===== src/rtl/rfsh_pkg.sv =====
package rfsh_pkg;
    typedef enum logic [1:0] {
        PH_IDLE = 2'd0,
        PH_PRE  = 2'd1,
        PH_REF  = 2'd2
    } rfsh_phase_e;
endpackage


===== src/rtl/rfsh_interval_timer.sv =====
module rfsh_interval_timer #(
    parameter int CNT_W = 16
) (
    input  logic             clk,
    input  logic             rst_n,
    input  logic [CNT_W-1:0] period,
    output logic             expire
);
    typedef struct packed {
        logic [CNT_W-1:0] cnt;
    } tmr_st_t;

    tmr_st_t tmr_d, tmr_q;

    always_comb begin
        tmr_d  = tmr_q;
        expire = 1'b0;
        if (period == '0) begin
            tmr_d.cnt = '0;
        end else if (tmr_q.cnt == CNT_W'(1)) begin
            expire    = 1'b1;
            tmr_d.cnt = period;      // reload on expiry, no drift
        end else if (tmr_q.cnt == '0) begin
            tmr_d.cnt = period;
        end else begin
            tmr_d.cnt = tmr_q.cnt - CNT_W'(1);
        end
    end

    always_ff @(posedge clk) begin
        if (!rst_n) tmr_q <= '0;
        else        tmr_q <= tmr_d;
    end

    p_reload_r7: assert property (@(posedge clk) disable iff (!rst_n)
        expire |=> (tmr_q.cnt == $past(period)));

    p_off_r3: assert property (@(posedge clk) disable iff (!rst_n)
        (period == '0) |=> !expire);
endmodule


===== src/rtl/rfsh_phase_seq.sv =====
module rfsh_phase_seq
    import rfsh_pkg::*;
#(
    parameter int TRP = 2,
    parameter int TRC = 7
) (
    input  logic clk,
    input  logic rst_n,
    input  logic expire,
    input  logic acc_idle,
    input  logic rows_open,
    output logic pre_all,
    output logic auto_ref,
    output logic stall
);
    localparam int PH_MAX = (TRP > TRC) ? TRP : TRC;
    localparam int PH_W   = $clog2(PH_MAX + 1);
    localparam logic [PH_W-1:0] TRP_M1 = PH_W'(TRP - 1);
    localparam logic [PH_W-1:0] TRC_M1 = PH_W'(TRC - 1);

    typedef struct packed {
        rfsh_phase_e     ph;
        logic [PH_W-1:0] cnt;
        logic            pend;
        logic            pre_all;
        logic            auto_ref;
    } seq_st_t;

    seq_st_t seq_d, seq_q;
    logic    req;

    always_comb begin
        seq_d          = seq_q;
        seq_d.pre_all  = 1'b0;
        seq_d.auto_ref = 1'b0;
        req            = expire | seq_q.pend;
        seq_d.pend     = seq_q.pend | expire;
        case (seq_q.ph)
            PH_IDLE: begin
                if (req && acc_idle) begin
                    seq_d.ph      = PH_PRE;
                    seq_d.cnt     = TRP_M1;
                    seq_d.pre_all = rows_open;
                    seq_d.pend    = 1'b0;
                end
            end
            PH_PRE: begin
                if (seq_q.cnt == '0) begin
                    seq_d.ph       = PH_REF;
                    seq_d.cnt      = TRC_M1;
                    seq_d.auto_ref = 1'b1;
                end else begin
                    seq_d.cnt = seq_q.cnt - PH_W'(1);
                end
            end
            PH_REF: begin
                if (seq_q.cnt == '0) seq_d.ph  = PH_IDLE;
                else                 seq_d.cnt = seq_q.cnt - PH_W'(1);
            end
            default: seq_d.ph = PH_IDLE;
        endcase
    end

    always_ff @(posedge clk) begin
        if (!rst_n) seq_q <= '{ph: PH_IDLE, default: '0};
        else        seq_q <= seq_d;
    end

    assign pre_all  = seq_q.pre_all;
    assign auto_ref = seq_q.auto_ref;
    assign stall    = (seq_q.ph != PH_IDLE);

    p_single_ref_r4: assert property (@(posedge clk) disable iff (!rst_n)
        auto_ref |=> !auto_ref);

    p_ref_stalled_r4: assert property (@(posedge clk) disable iff (!rst_n)
        auto_ref |-> stall);

    p_no_overlap_r4: assert property (@(posedge clk) disable iff (!rst_n)
        !(auto_ref && pre_all));

    p_pre_gated_r5: assert property (@(posedge clk) disable iff (!rst_n)
        pre_all |-> ($past(rows_open) && $rose(stall)));

    p_grant_idle_r6: assert property (@(posedge clk) disable iff (!rst_n)
        $rose(stall) |-> $past(acc_idle));

    p_pend_kept_r6: assert property (@(posedge clk) disable iff (!rst_n)
        (!stall && seq_q.pend && !acc_idle) |=> seq_q.pend);
endmodule


===== src/rtl/sdram_refresh_timer.sv =====
module sdram_refresh_timer #(
    parameter int CNT_W = 16,
    parameter int TRP   = 2,
    parameter int TRC   = 7
) (
    input  logic             clk,
    input  logic             rst_n,
    input  logic [CNT_W-1:0] rfsh_count,
    input  logic             acc_idle,
    input  logic             rows_open,
    output logic             pre_all,
    output logic             auto_ref,
    output logic             stall
);
    logic tick;

    rfsh_interval_timer #(.CNT_W(CNT_W)) i_timer (
        .clk    (clk),
        .rst_n  (rst_n),
        .period (rfsh_count),
        .expire (tick)
    );

    rfsh_phase_seq #(.TRP(TRP), .TRC(TRC)) i_seq (
        .clk       (clk),
        .rst_n     (rst_n),
        .expire    (tick),
        .acc_idle  (acc_idle),
        .rows_open (rows_open),
        .pre_all   (pre_all),
        .auto_ref  (auto_ref),
        .stall     (stall)
    );

    p_rst_quiet_r1: assert property (@(posedge clk)
        $rose(rst_n) |-> (!stall && !auto_ref && !pre_all));
endmodule


===== config.mk =====
export PLATFORM = sky130hd
export DESIGN_NAME = sdram_refresh_timer
export DESIGN_NICKNAME = d
export VERILOG_FILES = /design/src/rtl/rfsh_pkg.sv /design/src/rtl/rfsh_interval_timer.sv /design/src/rtl/rfsh_phase_seq.sv /design/src/rtl/sdram_refresh_timer.sv
export SDC_FILE = /design/constraint.sdc
export NUM_CORES = 1
export LEC_CHECK = 0
export ABC_CLOCK_PERIOD_IN_PS = 2270
export BUFFER_PORTS_ARGS = -buffer_cell sky130_fd_sc_hd__buf_2
export CAP_MARGIN = 25
export CORE_MARGIN = 3
export CORE_UTILIZATION = 40
export DETAILED_ROUTE_END_ITERATION = 16
export GPL_TIMING_DRIVEN = 0
export PLACE_DENSITY = 0.56
export SETUP_SLACK_MARGIN = 0.1
export SLEW_MARGIN = 20
export SYNTH_ARGS = -nofsm -noshare
export SYNTH_HDL_FRONTEND = slang
export SYNTH_HIERARCHICAL = 1
export SYNTH_SLANG_ARGS = --single-unit

===== constraint.sdc =====
create_clock -name clk -period 2.27 [get_ports clk]
set_input_delay 0.454 -clock clk [delete_from_list [all_inputs] [get_ports clk]]
set_output_delay 0.454 -clock clk [all_outputs]
set_load 0.02 [all_outputs]

Yosys cells after proc, flatten, opt, wreduce, memory -nomap -nowiden

Index checks and enable logic that the tools add are counted.

ROM bits: 0
RAM bits: 0
Input port bits: 20
Output and inout bits: 3
Flip-flop bits (word level): 24
Memories: 0
Bits in latches: 0

Multiply operators: 0
Divide/modulo/power cells: 0
Bitwise gates (word level): 2
Shift-type cells: 0
Equal/unequal tests: 7
Add/subtract/negate cells: 2
Multiplexer cells: 13
Reductions and logical operators: 12
Magnitude comparators: 0

Operators with widths:

| kind                  | count |
|---|---|
| $logic_not 16->1      | 2 |
| $mux 16               | 2 |
| $eq 16x1->1 const B   | 1 |
| $sub 16x1->16 const B | 1 |
| $pmux 3 s3            | 1 |
| $reduce_and 3->1      | 3 |
| $mux 7                | 1 |
| $mux 2                | 3 |
| $mux 3                | 2 |
| $ne 2x1->1 const B    | 3 |
| $pmux 2 s3            | 1 |
| $logic_not 3->1       | 1 |
| $mux 1                | 3 |
| $reduce_bool 3->1     | 1 |
| $sub 3x1->3 const B   | 1 |
| $eq 2x1->1 const B    | 1 |
| $eq 2x2->1 const B    | 1 |
| $logic_not 2->1       | 1 |
| $ne 2x2->1 const B    | 1 |
| $reduce_and 2->1      | 1 |
| $reduce_bool 2->1     | 1 |
| $reduce_or 2->1       | 1 |
| $logic_and 1x1->1     | 1 |
| $not 1->1             | 1 |
| $or 1x1->1            | 1 |

Longest topological paths before layout

Depth after elaboration: 7
Mapped depth: 8
Mapped depth without buffers: 8

Modules after synthesis

The synthesis kept the hierarchy.

By module, submodules not included:

| module              | cells each | instances | area an instance (µm²) | seq. area each (µm²) |
|---|---|---|---|---|
| rfsh_interval_timer | 110        | 1         | 944.7                  | 320.3 |
| rfsh_phase_seq      | 54         | 1         | 470.5                  | 160.2 |

Worst setup path before layout

Ideal clock, no wire load.

Path kind: flip-flop to flip-flop
Start: reg i_timer/tmr_q[4] in the netlist's numbering
End: reg i_seq/seq_q[3] in the netlist's numbering
Data required time: 2.196 ns
Arrival time: 1.948 ns
Path buffers: 0
Setup time: 0.074 ns
Cell stages (with the launch flop): 8
Clock period less this slack: 2.023 ns
Setup slack: 0.247 ns
Cells stage by stage: dfxtp_1 nor4_4 nand2_4 nor4_1 o21ai_2 a221oi_4 o21ai_1 a31oi_1

Longest elaborated chain between the ends: 7

RTL lines:

| element                    | line                      | text |
|---|---|---|
| start, declared            | rfsh_interval_timer.sv:13 | `tmr_st_t tmr_d, tmr_q;` |
| start signal, assigned     | rfsh_interval_timer.sv:32 | `else tmr_q <= tmr_d;` |
| $eq 16x1->1                | rfsh_interval_timer.sv:20 | `end else if (tmr_q.cnt == CNT_W'(1)) begin` |
| $mux 1                     | rfsh_interval_timer.sv:20 |  |
| $mux 1                     | rfsh_interval_timer.sv:18 | `if (period == '0) begin` |
| via tick                   | sdram_refresh_timer.sv:15 | `logic tick;` |
| $or 1x1->1                 | rfsh_phase_seq.sv:36      | `req = expire \| seq_q.pend;` |
| $logic_and 1x1->1          | rfsh_phase_seq.sv:40      | `if (req && acc_idle) begin` |
| $ne 2x1->1 (no line)       | --                        |  |
| $reduce_and 3->1 (no line) | --                        |  |
| end signal, assigned       | rfsh_phase_seq.sv:66      | `else seq_q <= seq_d;` |
| end, declared              | rfsh_phase_seq.sv:29      | `seq_st_t seq_d, seq_q;` |

The timed path passes the listed nets, and every way through them passes these cells.
A chain may end at the register's enable or synchronous reset.

Final worst setup path

Start: reg i_timer/tmr_q[5] in the netlist's numbering
End: reg i_timer/tmr_q[0] in the netlist's numbering

Longest elaborated chain between the ends: 3

RTL lines:

| element          | line                      | text |
|---|---|---|
| $logic_not 16->1 | rfsh_interval_timer.sv:23 | `end else if (tmr_q.cnt == '0) begin` |
| $mux 16          | rfsh_interval_timer.sv:23 |  |
| $mux 16 *        | rfsh_interval_timer.sv:20 |  |

Every way passes the cells marked *; elsewhere a longest branch is shown, timed or not.

==> flow_results.xml <==
<?xml version="1.0" encoding="UTF-8"?>
<metrics>
  <group name="place">
    <metric name="post-place-cells" unit="">230</metric>
    <metric name="portBuffers" unit="">22</metric>
    <metric name="finalWeightedCongestion" unit="">0.7954</metric>
    <metric name="post-place-ws" unit="ns">-0.08811</metric>
    <metric name="placedInstanceArea" unit="mm²">0.001580</metric>
    <metric name="detailed_place_hpwl" unit="µm">2370</metric>
  </group>
  <group name="grt">
    <metric name="grt_max_degree" unit="">14</metric>
    <metric name="grtUsageTotal" unit="%">15.91</metric>
    <metric name="gr-usage-met3" unit="%">2.393</metric>
    <metric name="global_route.usage.met2" unit="%">24.91</metric>
    <metric name="grt_overflow_total" unit="">0</metric>
    <metric name="groute.layer.met1.usage" unit="%">22.11</metric>
    <metric name="top_usage_layer" unit="">met2</metric>
    <metric name="initial_antenna_violation_count" unit="">0</metric>
    <metric name="first_global_vias" unit="">1179</metric>
    <metric name="grt_first_pass_wirelength" unit="µm">5361</metric>
  </group>
  <group name="floorplan">
    <metric name="die_w" unit="µm">65.48</metric>
    <metric name="coreArea" unit="mm²">0.003203</metric>
    <metric name="design.portCount" unit="">23</metric>
    <metric name="die-height" unit="µm">65.48</metric>
    <metric name="std_cell_rows" unit="">20</metric>
    <metric name="die_area" unit="mm²">0.004288</metric>
    <metric name="initial_utilization" unit="%">44.18</metric>
  </group>
  <group name="sta">
    <metric name="min_period_over_period" unit="%">91.40</metric>
    <metric name="finClkSkew" unit="ns">0.001185</metric>
    <metric name="final-setup-viol-count" unit="">0</metric>
    <metric name="timing.setup.tns" unit="ns">0</metric>
    <metric name="highest_achievable_clock_rate" unit="MHz">482.0</metric>
    <metric name="worst-slew-pin-transition" unit="ns">0.4746</metric>
    <metric name="setup_repair_after_global_routing_missed_its_margin" unit="">true</metric>
    <metric name="finalWorstPathRequiredPeriod" unit="ns">2.075</metric>
    <metric name="layout_setup_ws" unit="ns">0.1951</metric>
    <metric name="worst_slew_margin_rel" unit="%">68.36</metric>
    <metric name="hold_violations" unit="">0</metric>
    <metric name="timing_max_transition_violations_final" unit="">0</metric>
  </group>
  <group name="cells_and_area">
    <metric name="most-common-layout-cells" unit="">sky130_fd_sc_hd__nor2_1, sky130_fd_sc_hd__dfxtp_1, sky130_fd_sc_hd__buf_2</metric>
    <metric name="utilization" unit="%">51.99</metric>
    <metric name="syn2layout_area_growth" unit="%">17.68</metric>
    <metric name="fin_cells" unit="">236</metric>
    <metric name="drive_gt1_share" unit="%">23.44</metric>
    <metric name="final_design_area_no_fill" unit="mm²">0.001665</metric>
    <metric name="fillcell_total" unit="">328</metric>
    <metric name="diodes" unit="">0</metric>
    <metric name="finish.net_count" unit="">222</metric>
  </group>
  <group name="critical_path">
    <metric name="setup.worst_path.class" unit="">flip-flop to flip-flop</metric>
    <metric name="startpoint" unit="">i_timer/tmr_q[5]</metric>
    <metric name="cpPeakStageDelay" unit="ns">0.55</metric>
    <metric name="worst-endpoint-required" unit="ns">2.47</metric>
    <metric name="r2r_start" unit="">i_timer/tmr_q[5]</metric>
    <metric name="timing.critical_path.to" unit="">i_timer/tmr_q[0]</metric>
    <metric name="cp-end-kind" unit="">flip-flop</metric>
    <metric name="critPathSlowestCell" unit="">sky130_fd_sc_hd__or4_4</metric>
    <metric name="cp.depth" unit="">7</metric>
    <metric name="critical_path_arrival" unit="ns">2.27</metric>
    <metric name="depth_of_the_most_critical_reg_to_reg_path" unit="">7</metric>
    <metric name="cpLargestDelayFamily" unit="">simple AND/OR/NAND/NOR gates</metric>
    <metric name="r2r_end" unit="">i_timer/tmr_q[0]</metric>
    <metric name="worstPathBufferInverterCount" unit="">2</metric>
    <metric name="worstPathCellList" unit="">nor4_4 -&gt; nand2_4 -&gt; or4_4 -&gt; buf_6 -&gt; buf_2 -&gt; nor2_1 -&gt; a211oi_2</metric>
    <metric name="start_kind" unit="">flip-flop</metric>
    <metric name="r2r_setup_slack" unit="ns">0.20</metric>
    <metric name="timing.critical_path.fanout_max" unit="">10</metric>
  </group>
  <group name="power">
    <metric name="cellLeakagePower" unit="nW">0.6601</metric>
    <metric name="peak_ir_drop_on_the_vdd_network" unit="µV">696.9</metric>
    <metric name="power-per-cell-area" unit="mW/mm²">1300</metric>
  </group>
  <group name="synth">
    <metric name="post_synth_instance_area" unit="mm²">0.001415</metric>
    <metric name="post_synth_mux_area_share" unit="%">0</metric>
    <metric name="syn_inst" unit="">164</metric>
    <metric name="seq_area_frac_synth" unit="%">33.95</metric>
    <metric name="asyncSetResetFlopFracSynth" unit="%">0</metric>
    <metric name="largest_family_of_logic_cells_by_synthesized_area" unit="">simple AND/OR/NAND/NOR gates</metric>
    <metric name="post-synth-top-area-fraction" unit="%">33.95</metric>
    <metric name="synth-compound-area-share" unit="%">19.63</metric>
    <metric name="number_of_synthesized_flops_with_an_enable_pin" unit="">0</metric>
    <metric name="post_synth_main_area_contributors" unit="">sky130_fd_sc_hd__dfxtp_1, sky130_fd_sc_hd__ha_1, sky130_fd_sc_hd__a211oi_1</metric>
    <metric name="yosysTopAreaCell" unit="">sky130_fd_sc_hd__dfxtp_1</metric>
    <metric name="ys_types" unit="">42</metric>
    <metric name="synthSimpleGateAreaFrac" unit="%">26.08</metric>
    <metric name="ys.warnings.count" unit="">6</metric>
    <metric name="mappedNetlistNets" unit="">193</metric>
    <metric name="syn_avg_cell_area" unit="µm²">8.629</metric>
    <metric name="synth_adder_area_share" unit="%">7.958</metric>
    <metric name="synth_xor_area_share" unit="%">7.427</metric>
    <metric name="ys_dominant_reg_cell" unit="">sky130_fd_sc_hd__dfxtp_1</metric>
    <metric name="yosys_register_bits" unit="">24</metric>
  </group>
  <group name="clock_tree">
    <metric name="clk_pin_slew" unit="ns">0.13</metric>
    <metric name="cts_tree" unit="">built</metric>
    <metric name="cts_root_buf" unit="">sky130_fd_sc_hd__clkbuf_4</metric>
    <metric name="number_of_buffers_added_by_the_clock_tree_synthesis_step" unit="">3</metric>
    <metric name="htree_num_levels" unit="">1</metric>
    <metric name="clock_sinks" unit="">24</metric>
    <metric name="worst_skew_pair.late_latency" unit="ns">0.31</metric>
    <metric name="clock_path_buffers" unit="">2</metric>
  </group>
  <group name="route">
    <metric name="route.final.wire_length" unit="µm">3068</metric>
    <metric name="vias" unit="">1220</metric>
    <metric name="drc" unit="">0</metric>
    <metric name="route.antenna.remaining_nets" unit="">0</metric>
    <metric name="first_iter_violations" unit="">38</metric>
    <metric name="routed_wl_per_cell" unit="µm">13.00</metric>
    <metric name="drt-pass1-iter-count" unit="">4</metric>
    <metric name="via_per_inst" unit="">5.169</metric>
  </group>
  <group name="worst_hold_path">
    <metric name="timing.hold.worst.class" unit="">input port to flip-flop</metric>
    <metric name="worstHoldStart" unit="">acc_idle</metric>
  </group>
  <group name="run">
    <metric name="drv_cap" unit="">0</metric>
  </group>
  <group name="status">
    <metric name="status" unit="">complete, no violations</metric>
  </group>
</metrics>
[worst register-to-register path, stage by stage, from the launching register on]
cell                       delay, ns
sky130_fd_sc_hd__dfxtp_1        0.38
sky130_fd_sc_hd__nor4_4         0.39
sky130_fd_sc_hd__nand2_4        0.12
sky130_fd_sc_hd__or4_4          0.55
sky130_fd_sc_hd__buf_6          0.15
sky130_fd_sc_hd__buf_2          0.18
sky130_fd_sc_hd__nor2_1         0.13
sky130_fd_sc_hd__a211oi_2       0.05
[through the flow]
stage / power, mW / hold WS, ns
2_1_floorplan: 1.603 / 0.4284
3_3_place_gp: 1.810 / 0.4395
3_5_place_dp: 1.819 / 0.4567
4_1_cts: 2.124 / 0.3050
5_1_grt: 2.370 / 0.3349
6_report: 2.166 / 0.3457
[synth_stat cells, types with 2 or more instances]
cell type	count
sky130_fd_sc_hd__ha_1	9
sky130_fd_sc_hd__or2_2	2
sky130_fd_sc_hd__and3_1	2
sky130_fd_sc_hd__buf_6	2
sky130_fd_sc_hd__nor4_1	7
sky130_fd_sc_hd__nand2_1	11
sky130_fd_sc_hd__nor3_1	3
sky130_fd_sc_hd__a211oi_2	2
sky130_fd_sc_hd__nor2b_1	2
sky130_fd_sc_hd__nor2_1	25
sky130_fd_sc_hd__a21oi_1	4
sky130_fd_sc_hd__nand3_1	5
sky130_fd_sc_hd__a31oi_1	2
sky130_fd_sc_hd__o21ai_1	2
sky130_fd_sc_hd__o21ai_0	4
sky130_fd_sc_hd__nand4_1	2
sky130_fd_sc_hd__dfxtp_1	24
sky130_fd_sc_hd__a211oi_1	14
sky130_fd_sc_hd__xor2_1	5
sky130_fd_sc_hd__clkbuf_1	2
sky130_fd_sc_hd__xnor2_1	7
sky130_fd_sc_hd__inv_1	8
[per-layer routing]
metal  vias up  part of all wire, %
met4         0                 0.62
met2        17                   45
met1       554                   51
li1        647                    -
met3         2                  3.2
met5         -                    0
[report_power, final]
| group | leakage, nW | total (mW) | switching, mW | internal (mW) |
|---|---|---|---|---|
| sequential | 0.197 | 0.722 | 0.158 | 0.564 |
| combinational | 0.443 | 1.22 | 0.642 | 0.576 |
| clock | 0.0210 | 0.225 | 0.127 | 0.0979 |
[timing repair]
action,in CTS,in global routing
endpoints found under the hold margin,0,0
gates resized for setup,2,3
pin swaps,1,4
setup buffers,1,1
hold buffers,0,0
setup endpoints to repair,17,3
[worst min-delay path by stage]
stage,endpoint,cells past startpoint
finish,i_seq/seq_q[2],2
global route,i_seq/seq_q[2],2
CTS,i_seq/seq_q[2],2
detailed placement,i_seq/seq_q[4],2
global placement,i_seq/seq_q[4],2
floorplan,i_seq/seq_q[4],2
[cell families (layout without fill, tap and decap cells)]
group	after synthesis	after routing
compound gates	36	36
simple gates	69	69
flops	24	24
buf+inv	14	42
fa+ha+maj	9	9
xor+xnor	12	12
[sequential cells by signal, indices dropped and copies added (netlist names)]
name	count
i_seq/auto_ref	1
i_timer/tmr_q	16
i_seq/pre_all	1
i_seq/seq_q	6
[area by class of cell]
type	instances	area (µm²)	share of cell area (%)
flip-flops and latches	24	480.5	28.85
plain buffers	6	40.04	2.404
clock buffers	4	36.28	2.179
multi-input cells	126	898.4	53.94
inverters	8	30.03	1.803
well taps	44	55.05	3.306
repair buffers	24	125.1	7.513
No activity file was read; power rests on OpenSTA's default activity.
